$ cat config.mk
export PLATFORM = sky130hd
export DESIGN_NAME = operand_ea_gen
export DESIGN_NICKNAME = d
export VERILOG_FILES = /design/src/rtl/oeag_pkg.sv /design/src/rtl/oeag_mode_decode.sv /design/src/rtl/oeag_addr_calc.sv /design/src/rtl/oeag_mem_fetch.sv /design/src/rtl/operand_ea_gen.sv
export SDC_FILE = /design/constraint.sdc
export NUM_CORES = 1
export LEC_CHECK = 0
export BUFFER_PORTS_ARGS = -buffer_cell sky130_fd_sc_hd__buf_4
export CORE_MARGIN = 5
export CORE_UTILIZATION = 50
export DETAILED_ROUTE_END_ITERATION = 8
export PLACE_DENSITY = 0.81
export SLEW_MARGIN = 15
export SYNTH_ARGS = -nofsm -noshare
export SYNTH_HDL_FRONTEND = slang
export SYNTH_SLANG_ARGS = --single-unit
$ cat constraint.sdc
create_clock -name clk -period 7.9 [get_ports clk]
set_clock_uncertainty 0.15 [all_clocks]
set_input_delay 1.58 -clock clk [delete_from_list [all_inputs] [get_ports clk]]
set_output_delay 1.58 -clock clk [all_outputs]
set_load 0.005 [all_outputs]
$ cat src/rtl/oeag_pkg.sv
`timescale 1ns/1ps
package oeag_pkg;

    localparam int unsigned FIRST_MODE_W  = 2;
    localparam int unsigned SECOND_MODE_W = 3;

    typedef enum logic [1:0] {
        KIND_NONE  = 2'd0,
        KIND_VALUE = 2'd1,
        KIND_ADDR  = 2'd2
    } opnd_kind_e;

    typedef enum logic [3:0] {
        MD_IMPLIED,
        MD_IMM,
        MD_ABS,
        MD_REG,
        MD_IND,
        MD_PTR,
        MD_IDX,
        MD_SCA,
        MD_DIS,
        MD_BAD
    } opnd_mode_e;

    typedef enum logic {
        FS_IDLE,
        FS_WAIT
    } fetch_state_e;

    typedef struct packed {
        logic                     second_slot;
        logic [SECOND_MODE_W-1:0] code;
    } mode_sel_t;

    function automatic opnd_mode_e map_first(input logic [FIRST_MODE_W-1:0] c);
        opnd_mode_e m;
        case (c)
            2'd0:    m = MD_REG;
            2'd1:    m = MD_PTR;
            2'd2:    m = MD_IDX;
            default: m = MD_SCA;
        endcase
        return m;
    endfunction

    function automatic opnd_mode_e map_second(input logic [SECOND_MODE_W-1:0] c);
        opnd_mode_e m;
        case (c)
            3'd0:    m = MD_IMPLIED;
            3'd1:    m = MD_IMM;
            3'd2:    m = MD_ABS;
            3'd3:    m = MD_REG;
            3'd4:    m = MD_IND;
            3'd5:    m = MD_PTR;
            3'd6:    m = MD_IDX;
            default: m = MD_DIS;
        endcase
        return m;
    endfunction

    function automatic opnd_kind_e kind_of(input opnd_mode_e m);
        opnd_kind_e k;
        case (m)
            MD_IMM, MD_REG:                         k = KIND_VALUE;
            MD_ABS, MD_IND, MD_PTR, MD_IDX,
            MD_SCA, MD_DIS:                         k = KIND_ADDR;
            default:                                k = KIND_NONE;
        endcase
        return k;
    endfunction

endpackage

$ cat src/rtl/oeag_mode_decode.sv
`timescale 1ns/1ps
module oeag_mode_decode
    import oeag_pkg::*;
(
    input  mode_sel_t  sel,
    output opnd_mode_e mode
);
    // The first slot holds only the low code bits; anything above them is unusable.
    logic upper_set;
    assign upper_set = |sel.code[SECOND_MODE_W-1:FIRST_MODE_W];

    always_comb begin
        if (sel.second_slot) begin
            mode = map_second(sel.code);
        end else if (upper_set) begin
            mode = MD_BAD;
        end else begin
            mode = map_first(sel.code[FIRST_MODE_W-1:0]);
        end
    end
endmodule

$ cat src/rtl/oeag_addr_calc.sv
`timescale 1ns/1ps
module oeag_addr_calc
    import oeag_pkg::*;
#(
    parameter int unsigned W         = 64,
    parameter int unsigned SCW       = 2,
    parameter bit          USE_SHIFT = 1'b1
) (
    input  opnd_mode_e     mode,
    input  logic [W-1:0]   base_val,
    input  logic [W-1:0]   index_val,
    input  logic [W-1:0]   konst,
    input  logic [W-1:0]   disp,
    input  logic [SCW-1:0] scale_code,
    output opnd_kind_e     kind,
    output logic [W-1:0]   value
);
    logic [W-1:0] scaled_idx;
    logic [W-1:0] base_plus_scaled;

    generate
        if (USE_SHIFT) begin : g_shift
            assign scaled_idx = index_val << scale_code;
        end else begin : g_mul
            logic [W-1:0] factor;
            assign factor     = W'(1) << scale_code;
            assign scaled_idx = index_val * factor;
        end
    endgenerate

    assign base_plus_scaled = base_val + scaled_idx;

    always_comb begin
        kind = kind_of(mode);
        case (mode)
            MD_IMM, MD_ABS: value = konst;
            MD_REG, MD_PTR: value = base_val;
            MD_IDX:         value = base_val + konst;
            MD_SCA:         value = base_plus_scaled;
            MD_DIS:         value = base_plus_scaled + disp;
            default:        value = '0;
        endcase
    end
endmodule

$ cat src/rtl/oeag_mem_fetch.sv
`timescale 1ns/1ps
module oeag_mem_fetch
    import oeag_pkg::*;
#(
    parameter int unsigned W = 64
) (
    input  logic         clk,
    input  logic         rst,
    input  logic         launch,
    input  logic [W-1:0] launch_addr,
    input  logic         mem_ready,
    input  logic [W-1:0] mem_rdata,
    output logic         mem_req,
    output logic [W-1:0] mem_addr,
    output logic         busy,
    output logic         got,
    output logic [W-1:0] got_data
);
    fetch_state_e state_q;
    logic [W-1:0] addr_q;

    always_ff @(posedge clk) begin
        if (rst) begin
            state_q <= FS_IDLE;
            addr_q  <= '0;
        end else begin
            case (state_q)
                FS_IDLE: if (launch) begin
                    state_q <= FS_WAIT;
                    addr_q  <= launch_addr;
                end
                default: if (mem_ready) begin
                    state_q <= FS_IDLE;
                end
            endcase
        end
    end

    assign mem_req  = (state_q == FS_WAIT);
    assign mem_addr = addr_q;
    assign busy     = mem_req;
    assign got      = mem_req & mem_ready;
    assign got_data = mem_rdata;
endmodule

$ cat src/rtl/operand_ea_gen.sv
`timescale 1ns/1ps
module operand_ea_gen
    import oeag_pkg::*;
#(
    parameter int unsigned W         = 64,
    parameter int unsigned NREG      = 16,
    parameter int unsigned SCALE_W   = 2,
    parameter bit          USE_SHIFT = 1'b1,
    localparam int unsigned RW       = $clog2(NREG)
) (
    input  logic                     clk,
    input  logic                     rst,
    input  logic                     start,
    input  logic                     second_slot,
    input  logic [SECOND_MODE_W-1:0] mode_code,
    input  logic [RW-1:0]            base_sel,
    input  logic [RW-1:0]            index_sel,
    input  logic [W-1:0]             konst,
    input  logic [SCALE_W-1:0]       scale_code,
    input  logic [W-1:0]             disp,
    output logic [RW-1:0]            rf_addr_a,
    output logic [RW-1:0]            rf_addr_b,
    input  logic [W-1:0]             rf_data_a,
    input  logic [W-1:0]             rf_data_b,
    output logic                     mem_req,
    output logic [W-1:0]             mem_addr,
    input  logic                     mem_ready,
    input  logic [W-1:0]             mem_rdata,
    output logic                     busy,
    output logic                     done,
    output logic                     illegal,
    output logic [1:0]               kind,
    output logic [W-1:0]             result
);
    mode_sel_t    sel;
    opnd_mode_e   mode;
    opnd_kind_e   calc_kind;
    logic [W-1:0] calc_value;
    logic         accept;
    logic         launch;
    logic         fetch_got;
    logic [W-1:0] fetch_data;

    logic         done_q;
    logic         illegal_q;
    opnd_kind_e   kind_q;
    logic [W-1:0] result_q;

    assign rf_addr_a = base_sel;
    assign rf_addr_b = index_sel;

    assign sel.second_slot = second_slot;
    assign sel.code        = mode_code;

    oeag_mode_decode u_decode (
        .sel  (sel),
        .mode (mode)
    );

    oeag_addr_calc #(
        .W         (W),
        .SCW       (SCALE_W),
        .USE_SHIFT (USE_SHIFT)
    ) u_calc (
        .mode       (mode),
        .base_val   (rf_data_a),
        .index_val  (rf_data_b),
        .konst      (konst),
        .disp       (disp),
        .scale_code (scale_code),
        .kind       (calc_kind),
        .value      (calc_value)
    );

    // A start is taken only while no pointer read is outstanding.
    assign accept = start & ~busy;
    assign launch = accept & (mode == MD_IND);

    oeag_mem_fetch #(
        .W (W)
    ) u_fetch (
        .clk         (clk),
        .rst         (rst),
        .launch      (launch),
        .launch_addr (konst),
        .mem_ready   (mem_ready),
        .mem_rdata   (mem_rdata),
        .mem_req     (mem_req),
        .mem_addr    (mem_addr),
        .busy        (busy),
        .got         (fetch_got),
        .got_data    (fetch_data)
    );

    always_ff @(posedge clk) begin
        if (rst) begin
            done_q    <= 1'b0;
            illegal_q <= 1'b0;
            kind_q    <= KIND_NONE;
            result_q  <= '0;
        end else begin
            done_q    <= 1'b0;
            illegal_q <= 1'b0;
            if (fetch_got) begin
                done_q   <= 1'b1;
                kind_q   <= KIND_ADDR;
                result_q <= fetch_data;
            end else if (accept) begin
                if (mode == MD_BAD) begin
                    illegal_q <= 1'b1;
                end else if (mode != MD_IND) begin
                    done_q   <= 1'b1;
                    kind_q   <= calc_kind;
                    result_q <= calc_value;
                end
            end
        end
    end

    assign done    = done_q;
    assign illegal = illegal_q;
    assign kind    = kind_q;
    assign result  = result_q;
endmodule

# After elaboration in Yosys (flattened, before gate mapping)
# Memories as Yosys holds them, arrays and structs flattened.
# Cells that the tools add are included.
[classes] add_sub_neg=3 eq_ne=19 shift=1 mux=21 bitwise=6 n_reduce_logical=11
[ops] cell="one-hot mux 64 bit (5 select lines)" count=1
[ops] cell="two-way mux 64 bit" count=4
[ops] cell="adder 64 bit" count=3
[ops] cell="left shift 64 x 2 -> 64 bit" count=1
[ops] cell="one-hot mux 4 bit (7 select lines)" count=1
[ops] cell="equality test 4 x 3 -> 1 bit, second input constant" count=4
[ops] cell="equality test 3 bit, second input constant" count=3
[ops] cell="one-hot mux 3 bit (3 select lines)" count=1
[ops] cell="equality test 4 x 2 -> 1 bit, second input constant" count=2
[ops] cell="equality test 4 bit, second input constant" count=2
[ops] cell="two-way mux 1 bit" count=8
[ops] cell="two-way mux 2 bit" count=4
[ops] cell="two-way mux 4 bit" count=2
[ops] cell="equality test 3 x 2 -> 1 bit, second input constant" count=2
[ops] cell="AND reduction 3 bit" count=2
[ops] cell="OR reduction 2 bit" count=3
[ops] cell="equality test 4 x 1 -> 1 bit, second input constant" count=1
[ops] cell="!= test 4 x 3 -> 1 bit, second input constant" count=1
[ops] cell="nonzero test 2 bit" count=2
[ops] cell="AND 1 bit" count=3
[ops] cell="equality test 3 x 1 -> 1 bit, second input constant" count=1
[ops] cell="logical NOT 3 bit" count=1
[ops] cell="NOT 1 bit" count=3
[ops] cell="OR reduction 3 bit" count=1
[ops] cell="other kinds (5)" count=5
[word_totals] register_bits=133 mem_bits_ro=32 inputBits=338 wordCells=69 memories=1
[mem_list] name="(no name shown)" depth=16 word_bits=2 rd=1 rd_clocked_by_memory_dff=0 wr=0 line_no="oeag_pkg.sv:64" text="case (m)"

# Depth between registers and ports, before layout
[depth] ltp_word=11 ltp_mapped=29

# By module
# Synthesis repeated with hierarchy kept, for this count alone.
[hier_totals] hier_cells=2799 area_unflattened_um2=21866.0
[by_module_without_submodules] module="oeag_addr_calc" n_inst=1 cells_per_inst=2011 area_each_um2=14438.8
[by_module_without_submodules] module="operand_ea_gen" n_inst=1 cells_per_inst=417 area_each_um2=3910.0
[by_module_without_submodules] module="oeag_mem_fetch" n_inst=1 cells_per_inst=361 area_each_um2=3439.5
[by_module_without_submodules] module="oeag_mode_decode" n_inst=1 cells_per_inst=10 area_each_um2=77.6

# Worst setup path after synthesis
# Ideal clock, no wire load.
[synth_timing] path_kind="input to register" from="input scale_code[0]" to="register result_q[60] (netlist: result[60])" arrival_time_ns=7.553 t_required_ns=7.623 path_slack_ns=0.069 cell_stages=26 n_path_buf=3 path_cell_list="clkbuf_1 > clkbuf_1 > mux4_2 > ha_1 > clkbuf_1 > a21oi_1 > nand3_1 > or2_2 > o211a_1 > o21ai_0 > nand2b_1 > a31o_2 > a21o_1 > a21oi_1 > xnor2_1 > ha_1 > nand3_1 > or4_1 > o311ai_2 > a221oi_2 > o31a_4 > o31ai_4 > a221oi_2 > xnor2_1 > a222oi_1 > o21bai_1"
[synth_between] elab_chain_cells=8
[synth_rtl] element="start: declaration" line_no="operand_ea_gen.sv:19" text="input logic [SCALE_W-1:0] scale_code,"
[synth_rtl] element="left shift 64 x 2 -> 64 bit (*)" line_no="oeag_addr_calc.sv:23" text="assign scaled_idx = index_val << scale_code;"
[synth_rtl] element="adder 64 bit (*)" line_no="oeag_addr_calc.sv:31" text="assign base_plus_scaled = base_val + scaled_idx;"
[synth_rtl] element="adder 64 bit" line_no="oeag_addr_calc.sv:40" text="MD_DIS: value = base_plus_scaled + disp;"
[synth_rtl] element="one-hot mux 64 bit (5 select lines) (*)" line_no="oeag_addr_calc.sv:35" text="case (mode)"
[synth_rtl] element="two-way mux 64 bit (*)" line_no="operand_ea_gen.sv:111" text="end else if (mode != MD_IND) begin"
[synth_rtl] element="two-way mux 64 bit (*)" line_no="operand_ea_gen.sv:109" text="if (mode == MD_BAD) begin"
[synth_rtl] element="two-way mux 64 bit (*)" line_no="operand_ea_gen.sv:108" text="end else if (accept) begin"
[synth_rtl] element="two-way mux 64 bit (*)" line_no="operand_ea_gen.sv:104" text="if (fetch_got) begin"
[synth_rtl] element="end signal: assignment" line_no="operand_ea_gen.sv:107" text="result_q <= fetch_data;"
[synth_rtl] element="end signal: assignment" line_no="operand_ea_gen.sv:114" text="result_q <= calc_value;"
[synth_rtl] element="end: declaration" line_no="operand_ea_gen.sv:47" text="logic [W-1:0] result_q;"
# Every way passes the cells marked *; elsewhere a longest branch is shown, timed or not. The select of a mux whose other input is x is not followed.
# A chain may end at the register's enable or synchronous reset.

# Final worst setup path
[layout_timing] from="input scale_code[0]" to="register result_q[48] (netlist: result[48])"
# The elaborated chain is that of the path after synthesis.

==> qor.yml <==
status:
  status: "finished, final reports clean"
power:
  post_layout_total_power_mw: 4.820
  power_leakage_nw: 10.95
  power.density_nw_per_um2: 193.3
  irDropWorstVdd_mv: 0.1988
setup_path:
  critical_path.top_delay_family: "compound AO/OA/AOI/OAI gates"
  worstSetupEndpointType: "flip-flop"
  critical-path-max-stage-delay_ns: 0.58
  worst_ep_required_time_ns: 8.07
  worst_reg_to_reg_cells: 6
  timing.critical_path.from: "scale_code[0]"
  critical_path_arrival_ns: 7.77
  critical_path_class: "in2reg"
  worstSetupStartpointType: "input pin"
  critical_path.slowest_cell: "sky130_fd_sc_hd__or4_1"
  critical_path_cell_count: 25
  worst-path-buf-inv: 2
  crit-reg2reg-launch: "u_fetch.busy$_SDFF_PP0_"
  critical_path.max_fanout: 16
run:
  max-cap-violations: 0
route:
  detail-route-antenna-nets: 0
  post-route-drc-count: 0
  detail_route.vias_per_cell: 6.774
  via_total_after_detailed_routing: 24780
  detail_route.wl_per_cell_um: 26.38
  drtIter0Drc: 3054
  drt-total-wl_um: 96490
  drt_first_pass_iters: 7
cts:
  post_cts_repair_timing_setup_buffer_count: 0
  clock_sink_count: 133
  clkLatencyLatePin_ns: 0.47
  clock_tree.buffer_depth: 2
  cts_root_buf: "sky130_fd_sc_hd__clkbuf_16"
  cts_buffers: 17
  clock_transition_at_path_regs_ns: 0.08
  tritoncts: "done"
  cts_hold_buffers: 0
  cts_max_level: 4
global_route:
  grt_use_met2_pct: 68.55
  global_route.peak_usage_layer: "met2"
  grt_max_degree: 77
  antenna_violations_before_repair: 1
  grt_pass1_vias: 24000
  grt.overflow.total: 0
  gr-usage-met3_pct: 10.68
  groute.layer.met1.usage_pct: 51.17
  grt_pass1_wl_um: 143900
  grt_usage_pct: 42.21
hold_path:
  hp-class: "reg2reg"
  worst_hold_startpoint: "u_fetch.mem_addr[51]$_SDFFE_PP0P_"
  hold_depth: 2
yosys:
  muxShareOfSynthArea_pct: 7.196
  synth.top_cell.area_share_pct: 13.66
  synth_warnings: 0
  netlist_instances: 2637
  async_reset_ff_share_pct: 0
  synthesis.nets: 3174
  synth_compound_area_share_pct: 33.51
  synth-seq-cells: 133
  synth-adder-area-share_pct: 12.89
  synth.distinct_cells: 93
  avgSynthCellArea_um2: 7.391
  synth-simple-area-share_pct: 20.01
  yosysTopAreaCell: "sky130_fd_sc_hd__dfxtp_1"
  sequential_area_share_after_synthesis_pct: 13.66
  xor_and_xnor_fraction_of_the_mapped_netlist_area_pct: 7.998
  synth-main-ff-cell: "sky130_fd_sc_hd__dfxtp_1"
  synth_area_um2: 19490
  post_synth_main_area_contributors: "sky130_fd_sc_hd__dfxtp_1 14%, sky130_fd_sc_hd__ha_1 13%, sky130_fd_sc_hd__a21oi_1 8.7%, sky130_fd_sc_hd__nand2_1 7.2%, sky130_fd_sc_hd__mux4_2 6.8%"
  synth-edff-count: 0
  synth_top_family_by_area: "compound AO/OA/AOI/OAI gates"
timing:
  post-route-period-util_pct: 96.18
  fmax_ghz: 0.1316
  slew_violations: 0
  hold_viol: 0
  layout_min_cycle_time_ns: 7.598
  timing_worst_slew_pin_value_ns: 1.185
  relSlewSlack_pct: 20.88
  fin_tns_setup_ns: 0
  fin_hold_ws_ns: 0.3065
  rsz0062_at_grt: "false"
  finalSetupViolations: 0
floorplan:
  die_width_um: 207.4
  rows: 72
  number_of_top_level_pins: 480
  floorplan.initialDensity_pct: 50.43
  placeableCoreArea_um2: 38650
  design.die.area_um2: 43030
  die_h_um: 207.4
layout:
  register_area_um2: 2663
  layout.cells.most_common: "sky130_fd_sc_hd__buf_4"
  multi_input_comb_area_um2: 15970
  syn2layout_area_growth_pct: 27.95
  final_cell_mix: "648 x sky130_fd_sc_hd__buf_4, 374 x sky130_fd_sc_hd__nand2_1, 338 x sky130_fd_sc_hd__a21oi_1"
  final_net_count: 3663
  final_layout_size_suffix_gt1_share_pct: 25.42
  finish.utilization_pct: 64.53
  filler_cell_count: 3448
place:
  gp_routability_congestion: 1.060
  port_buffers: 463
  dp_hpwl_um: 77720
worst reg2reg max path: cells and delay by family, from the launching register on:
family             cells  cell delay (ns)
and+or+nand+nor        4             2.48
AOI/OAI and AO/OA      2             0.58
DFF                    1             0.39
what timing repair did:
| item | in CTS | in global routing |
|---|---|---|
| setup endpoints to repair | 0 | 5 |
| hold endpoints to repair | 0 | 0 |
| gates resized for setup | 0 | 5 |
report_power, final:
part	switching (mW)	internal, mW	leakage [nW]	total (mW)
logic	1.89	1.38	9.59	3.28
clock network	0.409	0.418	0.274	0.828
registers	0.0183	0.698	1.08	0.717
path summary, 6_finish.rpt:
path              slack (ns)                           endpoint
setup reg to reg        4.21            result[30]$_SDFFE_PP0P_
hold / removal          0.31  u_fetch.mem_addr[51]$_SDFFE_PP0P_
hold reg to reg         0.31  u_fetch.mem_addr[51]$_SDFFE_PP0P_
setup / recovery        0.30            result[48]$_SDFFE_PP0P_
synthesized netlist by cell type (24+ instances only):
cell / n
sky130_fd_sc_hd__nand2b_1: 28
sky130_fd_sc_hd__o211ai_1: 28
sky130_fd_sc_hd__o21a_1: 29
sky130_fd_sc_hd__a31oi_1: 40
sky130_fd_sc_hd__o21bai_1: 28
sky130_fd_sc_hd__a221oi_1: 33
sky130_fd_sc_hd__o22ai_1: 24
sky130_fd_sc_hd__inv_1: 52
sky130_fd_sc_hd__mux4_2: 59
sky130_fd_sc_hd__a211oi_1: 28
sky130_fd_sc_hd__nor2_1: 154
sky130_fd_sc_hd__a222oi_1: 47
sky130_fd_sc_hd__dfxtp_1: 133
sky130_fd_sc_hd__xnor2_1: 113
sky130_fd_sc_hd__nand3_1: 67
sky130_fd_sc_hd__a21o_1: 98
sky130_fd_sc_hd__ha_1: 196
sky130_fd_sc_hd__nand2_1: 375
sky130_fd_sc_hd__clkbuf_1: 146
sky130_fd_sc_hd__xor2_1: 65
sky130_fd_sc_hd__nand4_1: 54
sky130_fd_sc_hd__and3_1: 44
sky130_fd_sc_hd__nor3_1: 38
sky130_fd_sc_hd__a21oi_1: 339
sky130_fd_sc_hd__o21ai_0: 142
metrics by stage:
| stage | instance area, um2 | std cells | setup slack, ns |
|---|---|---|---|
| after global routing | 24940 | 3658 | 0.02335 |
| after global placement | 24370 | 3625 | -0.1441 |
| after CTS | 24920 | 3657 | 0.1844 |
| final | 24940 | 3658 | 0.3020 |
| after detailed placement | 24370 | 3625 | -0.2934 |
| after floorplan | 19490 | 2637 | 0.06919 |
metal layers:
metal  up-vias  part of all wire [%]
li1      10970                     -
met1     11660                    37
met2      1770                    45
met3       374                    12
met4         0                   6.7
met5         -                     0
area by class of cell:
type                       count  share of cell area (%)
antenna                        1                 0.01003
clock buffer                  18                   1.761
clock inverter                14                  0.4666
inverter                      52                  0.7827
multi-input combinational   2272                   64.04
sequential                   133                   10.68
tap                          518                   2.599
timing repair buffer         650                   19.67
registers in the layout, indices dropped and copies added, names as in the netlist:
name,flops
kind,2
u_fetch.busy,1
result,64
u_fetch.mem_addr,64
illegal,1
done,1
cells by family after synthesis:
family | Yosys count
flops | 133
mux | 66
simple gates | 844
compound gates | 985
buf+inv | 232
fa+ha+maj | 199
xor+xnor | 178
(Power assumes the default switching activity.)
